### config.mk
export PLATFORM = sky130hd
export DESIGN_NAME = irq_accept_core
export DESIGN_NICKNAME = d
export VERILOG_FILES = /design/src/rtl/irq_accept_pkg.sv /design/src/rtl/irq_msb_find.sv /design/src/rtl/irq_prio_calc.sv /design/src/rtl/irq_accept_core.sv
export SDC_FILE = /design/constraint.sdc
export NUM_CORES = 2
export LEC_CHECK = 0
export ABC_AREA = 1
export BUFFER_PORTS_ARGS = -buffer_cell sky130_fd_sc_hd__buf_2
export CAP_MARGIN = 15
export CORE_MARGIN = 1.5
export CORE_UTILIZATION = 59
export CTS_BUF_LIST = sky130_fd_sc_hd__clkbuf_8
export DETAILED_ROUTE_END_ITERATION = 6
export MAX_ROUTING_LAYER = met4
export PLACE_DENSITY_LB_ADDON = 0.12
export SLEW_MARGIN = 10
export SYNTH_ARGS = -nofsm -noshare
export SYNTH_HDL_FRONTEND = slang
export SYNTH_SLANG_ARGS = --single-unit
### constraint.sdc
create_clock -name clk -period 13.13 [get_ports clk]
set_clock_uncertainty 0.05 [all_clocks]
set_input_delay 2.626 -clock clk [delete_from_list [all_inputs] [get_ports clk]]
set_output_delay 2.626 -clock clk [all_outputs]
set_load 0.02 [all_outputs]
### src/rtl/irq_accept_pkg.sv
package irq_accept_pkg;
  localparam int NVEC  = 256;
  localparam int VW    = $clog2(NVEC);
  localparam int SUBW  = 4;
  localparam int CW    = VW - SUBW;
  localparam int MINV  = 16;

  typedef logic [VW-1:0] vec_t;
  typedef logic [CW-1:0] cls_t;

  function automatic vec_t class_of(vec_t v);
    return {v[VW-1:SUBW], {SUBW{1'b0}}};
  endfunction
endpackage

### src/rtl/irq_msb_find.sv
module irq_msb_find #(
  parameter int N  = 256,
  parameter int IW = $clog2(N)
) (
  input  logic [N-1:0]  bits,
  output logic          any,
  output logic [IW-1:0] idx
);
  always_comb begin
    any = 1'b0;
    idx = '0;
    for (int i = 0; i < N; i++) begin
      if (bits[i]) begin
        any = 1'b1;
        idx = IW'(i);
      end
    end
  end
endmodule

### src/rtl/irq_prio_calc.sv
module irq_prio_calc
  import irq_accept_pkg::*;
(
  input  vec_t tpr_i,
  input  logic isr_any,
  input  vec_t isr_top,
  output vec_t ppr_o
);
  always_comb begin
    if (!isr_any || (tpr_i[VW-1:SUBW] >= isr_top[VW-1:SUBW]))
      ppr_o = tpr_i;
    else
      ppr_o = class_of(isr_top);
  end
endmodule

### src/rtl/irq_accept_core.sv
module irq_accept_core
  import irq_accept_pkg::*;
(
  input  logic       clk,
  input  logic       rst_n,
  input  logic       enable,
  input  logic       req_valid,
  output logic       req_ready,
  input  logic [7:0] req_vector,
  input  logic       req_level,
  output logic       offer_valid,
  input  logic       offer_ready,
  output logic [7:0] offer_vector,
  input  logic       eoi,
  output logic       eoi_done_valid,
  output logic [7:0] eoi_done_vector,
  output logic       eoi_done_level,
  input  logic       tpr_wr,
  input  logic [7:0] tpr_wdata,
  input  logic       prio_class_wr,
  input  logic [3:0] prio_class_wdata,
  output logic [3:0] prio_class_rdata,
  output logic [7:0] tpr,
  output logic [7:0] proc_prio
);
  logic [NVEC-1:0] irr_q, isr_q, tmr_q;
  logic [NVEC-1:0] irr_d, isr_d, tmr_d;
  vec_t            tpr_q;
  logic            irr_any, isr_any;
  vec_t            irr_top, isr_top, ppr;
  logic            ack, req_take;

  irq_msb_find #(.N(NVEC), .IW(VW)) u_irr_find (
    .bits(irr_q), .any(irr_any), .idx(irr_top));
  irq_msb_find #(.N(NVEC), .IW(VW)) u_isr_find (
    .bits(isr_q), .any(isr_any), .idx(isr_top));
  irq_prio_calc u_prio (
    .tpr_i(tpr_q), .isr_any(isr_any), .isr_top(isr_top), .ppr_o(ppr));

  assign req_ready    = 1'b1;
  assign req_take     = req_valid && (req_vector >= vec_t'(MINV));
  assign offer_vector = irr_top;
  assign offer_valid  = enable && irr_any && (class_of(irr_top) > ppr);
  assign ack          = offer_valid && offer_ready;

  always_comb begin
    irr_d = irr_q;
    isr_d = isr_q;
    tmr_d = tmr_q;
    if (ack) begin
      irr_d[irr_top] = 1'b0;
      isr_d[irr_top] = 1'b1;
    end
    if (eoi && isr_any) isr_d[isr_top] = 1'b0;
    if (req_take) begin
      irr_d[req_vector] = 1'b1;
      tmr_d[req_vector] = req_level;
    end
  end

  always_ff @(posedge clk or negedge rst_n) begin
    if (!rst_n) begin
      irr_q           <= '0;
      isr_q           <= '0;
      tmr_q           <= '0;
      tpr_q           <= '0;
      eoi_done_valid  <= 1'b0;
      eoi_done_vector <= '0;
      eoi_done_level  <= 1'b0;
    end else begin
      irr_q <= irr_d;
      isr_q <= isr_d;
      tmr_q <= tmr_d;
      if (tpr_wr)             tpr_q <= tpr_wdata;
      else if (prio_class_wr) tpr_q <= {prio_class_wdata, {SUBW{1'b0}}};
      eoi_done_valid <= eoi && isr_any;
      if (eoi && isr_any) begin
        eoi_done_vector <= isr_top;
        eoi_done_level  <= tmr_q[isr_top];
      end
    end
  end

  assign tpr              = tpr_q;
  assign proc_prio        = ppr;
  assign prio_class_rdata = tpr_q[VW-1:SUBW];

  // acknowledged vector lands in service and leaves the pending map
  a_r4_ack_moves: assert property (@(posedge clk) disable iff (!rst_n)
    (ack && !(req_take && req_vector == offer_vector))
    |=> (isr_q[$past(offer_vector)] && !irr_q[$past(offer_vector)]));

  // low vectors never become pending
  a_r10_low_dropped: assert property (@(posedge clk) disable iff (!rst_n)
    (req_valid && req_vector < 8'd16 && !irr_q[req_vector])
    |=> !irr_q[$past(req_vector)]);

  // EOI on an empty in-service map leaves it empty
  a_r6_eoi_empty: assert property (@(posedge clk) disable iff (!rst_n)
    (eoi && isr_q == '0 && !ack) |=> (isr_q == '0 && !eoi_done_valid));

  // an offered vector's class beats the processor priority
  a_r3_offer_beats_ppr: assert property (@(posedge clk) disable iff (!rst_n)
    offer_valid |-> (offer_vector[7:4] > proc_prio[7:4]));

  // processor priority never falls below the task priority
  a_r5_ppr_floor: assert property (@(posedge clk) disable iff (!rst_n)
    proc_prio >= tpr);

  // a request colliding with its own acknowledge stays pending
  a_r12_collide_kept: assert property (@(posedge clk) disable iff (!rst_n)
    (ack && req_take && req_vector == offer_vector)
    |=> irr_q[$past(req_vector)]);
endmodule

==> flow_metrics.py <==
metrics = {
    "synth": {
        "synth-warning-count": 0,
        "syn_inst": 5561,
        "synth_enable_flop_cells": 0,
        "syn_area_mm2": 0.0404,
        "syn-mean-instance-area_um2": 7.27,
        "post_synth_num_cell_types": 44,
        "mappedNetlistNets": 5598,
        "synthArstFlopShare_pct": 100,
        "synth_seq_cells": 786,
        "yosysSeqAreaShare_pct": 48.7,
        "dominantRegCellSynth": "sky130_fd_sc_hd__dfrtp_1",
    },
    "clock_network": {
        "number_of_buffers_on_the_longest_clock_path": 3,
        "post_cts_hold_buffer_count": 0,
        "ctsHtreeMaxLevel": 4,
        "cts_num_sinks": 786,
        "worst_setup_hold_path_clk_slew_ps": 60,
        "cts_root_buf": "sky130_fd_sc_hd__clkbuf_8",
        "insertion_delay_ps": 810,
        "tritoncts": "yes",
        "cts_inserted_buffers": 136,
    },
    "sta": {
        "grt_setup_unrepaired": "yes",
        "final-setup-viol-count": 513,
        "layout_min_cycle_time_ps": 16900,
        "min_setup_slack_post_route_ps": -3770,
        "tightest_slew_ps": 1410,
        "holdWs_ps": 323,
        "final.period_utilization_pct": 129,
        "slew_violations": 0,
        "hold_violations": 0,
        "achievable-frequency_mhz": 59.2,
        "worst_slew_margin_rel_pct": 5.50,
    },
    "die": {
        "ioPinCount": 69,
        "floorplan.die_area_mm2": 0.0701,
        "core.rowCount": 95,
        "die_height_um": 265,
        "initial_utilization_pct": 59.9,
        "die_x_um": 265,
        "coreArea_mm2": 0.0675,
    },
    "cells_and_area": {
        "layout-drive-gt1-share_pct": 12.0,
        "fin_nets": 5835,
        "finalInstanceArea_mm2": 0.0472,
        "utilization_pct": 69.9,
        "area_growth_syn_to_layout_pct": 16.8,
        "layout_common_cells": "1809 x sky130_fd_sc_hd__nand2_1, 786 x sky130_fd_sc_hd__dfrtp_1, 663 x sky130_fd_sc_hd__inv_1, 580 x sky130_fd_sc_hd__o21ai_0, 498 x sky130_fd_sc_hd__nor2_1",
        "final_common_cell": "sky130_fd_sc_hd__nand2_1",
        "fillerInstances": 5719,
    },
    "drt": {
        "maxUsedRoutingLayer": "met4",
        "via_per_inst": 5.93,
        "routed-via-count": 40100,
        "wire_per_inst_um": 23.2,
        "final_routed_wirelength_across_all_metal_layers_mm": 157,
        "drt_first_iter_violations": 4813,
        "dr_wl_met2_mm": 66.5,
        "met3_wirelength_mm": 19.1,
        "routedLengthMet1_mm": 59.9,
        "firstDrtPassIters": 6,
        "drt_drc_violations_left": 0,
        "route.antenna.remaining_nets": 0,
    },
    "global_route": {
        "grt_first_pass_wirelength_mm": 232,
        "grt_max_degree": 175,
        "grt_antenna_before_repair": 4,
        "overall_global_routing_resource_usage_pct": 46.0,
        "grt_pass1_vias": 37900,
        "gr-total-overflow": 0,
    },
    "critical_path": {
        "r2r_cells": 268,
        "timing.critical_path.fanout_max": 2,
        "startpoint_type": "register",
        "end_kind": "primary output",
        "rrSetupSlack_ps": -2630,
        "timing.critical_path.slowest_stage_cell": "sky130_fd_sc_hd__dfrtp_1",
        "critical_path.reg2reg.endpoint": "eoi_done_level",
        "critical_path_required_ps": 10450,
        "arrival_ps": 14220,
        "timing.critical_path.slowest_cell_delay_ps": 370,
        "timing_worst_setup_path_type": "reg -> out",
        "worst_path_most_repeated_cell": "sky130_fd_sc_hd__nand2_1",
        "rr_startpoint": "isr_q[2]",
    },
    "worst_hold_path": {
        "hp-class": "reg -> reg",
        "whs_path_depth": 0,
        "timing.hold.worst_endpoint": "tmr_q[14]",
        "hold_path.startpoint": "tmr_q[14]",
    },
    "placement": {
        "gp_congestion": 1.04,
        "numPortBuffers": 67,
        "dpl_cell_area_mm2": 0.0434,
        "detailed_place_hpwl_mm": 103,
    },
    "outcome": {
        "violations": "setup timing",
        "outcome": "finished with violations",
    },
    "power": {
        "power_density_mw_per_mm2": 192,
        "max-vdd-ir-drop_mv": 0.457,
        "p_leak_uw": 0.0246,
    },
    "flow_run": {
        "cap_violations": 0,
    },
}
through the flow:
stage	power (uW)	setup TNS, ps	cells	worst slack (ps)
finish	9040	-783930	6763	-3770
global route	9210	-2044630	6762	-6450
CTS	8570	-753370	6741	-3720
detailed placement	6240	-723150	6509	-2870
global placement	6230	-735110	6509	-2980
floorplan	4280	-1050	5561	-1050
power by group:
part	leakage (uW)	total [uW]	internal, uW	switching (uW)
Sequential	0.0102	2650	2560	96.5
Combinational	0.0129	4230	1100	3140
Clock	0.00149	2160	1110	1040
Total	0.0246	9040	4770	4270
Yosys cell counts, drive strengths merged, types with 3 or more instances:
library cell	instances	area share [%]
nand4	73	1.1
a21oi	282	3.5
nor2	539	5.1
ha	8	0.25
nand3b	44	0.82
o21bai	4	0.074
a221oi	3	0.065
a21boi	130	2.4
o31ai	4	0.074
clkbuf	190	1.8
a31oi	12	0.19
clkinv	8	0.074
o21a	9	0.17
inv	629	5.8
o211ai	6	0.11
o311ai	4	0.087
dfrtp	786	49
nor4	20	0.31
nand2	1839	17
nor3	29	0.36
nand3	212	2.6
buf	53	0.72
o21ai	663	8.2
state kept, by name (all words and copies together), names as in the netlist:
| name | cells |
|---|---|
| isr_q | 256 |
| tmr_q | 256 |
| eoi_done_level | 1 |
| tpr | 8 |
| eoi_done_valid | 1 |
| irr_q | 256 |
| eoi_done_vector | 8 |
logic make-up (layout without fill, tap and decap cells):
logic type	Yosys count	after routing	synth area share, %
fa+ha+maj	8	8	0.248
compound gates	1126	1126	15.1
buf+inv	880	1207	8.40
simple gates	2760	2760	27.6
other cells	1	3	0.00928
flops	786	786	48.7
cell type report:
cell class	count	area [um2]	share of cell area [%]
Multi-Input combinational cell	3895	18200	38.5
Clock inverter	69	333	0.705
Clock buffer	159	2190	4.64
Sequential cell	786	19700	41.7
Antenna cell	2	5.00	0.0106
Inverter	637	2430	5.15
Tap cell	873	1090	2.31
Timing Repair Buffer	342	3300	7.00
layer usage:
layer / GRT usage [%] / up-vias
li1: - / 18200
met1: 58.9 / 18800
met2: 66.0 / 2450
met3: 12.0 / 667
met4: 26.8 / 0
met5: - / -
how the worst max path moves through the flow:
stage | start | end | slack, ps
finish | irr_q[2] | offer_vector[0] | -3770
global route | irr_q[2] | offer_vector[0] | -6450
CTS | irr_q[2] | offer_vector[0] | -3720
detailed placement | irr_q[2] | offer_vector[0] | -2870
global placement | irr_q[2] | offer_vector[0] | -2980
floorplan | irr_q[2] | offer_vector[0] | -1050
repair_timing:
item                                    4_1_cts  5_1_grt
cloned                                        2        5
buffers inserted                              2       10
endpoints found under the setup margin      513      514
resized for setup                            72      207
pin swaps                                     9       30
worst max-delay path: cells and delay by family, from the launching register on:
| family | cells | cell delay, ps |
|---|---|---|
| simple gates | 242 | 12190 |
| buf+inv | 2 | 200 |
| compound gates | 6 | 590 |
| flops | 1 | 370 |
Power figures use the tool's default switching activity.
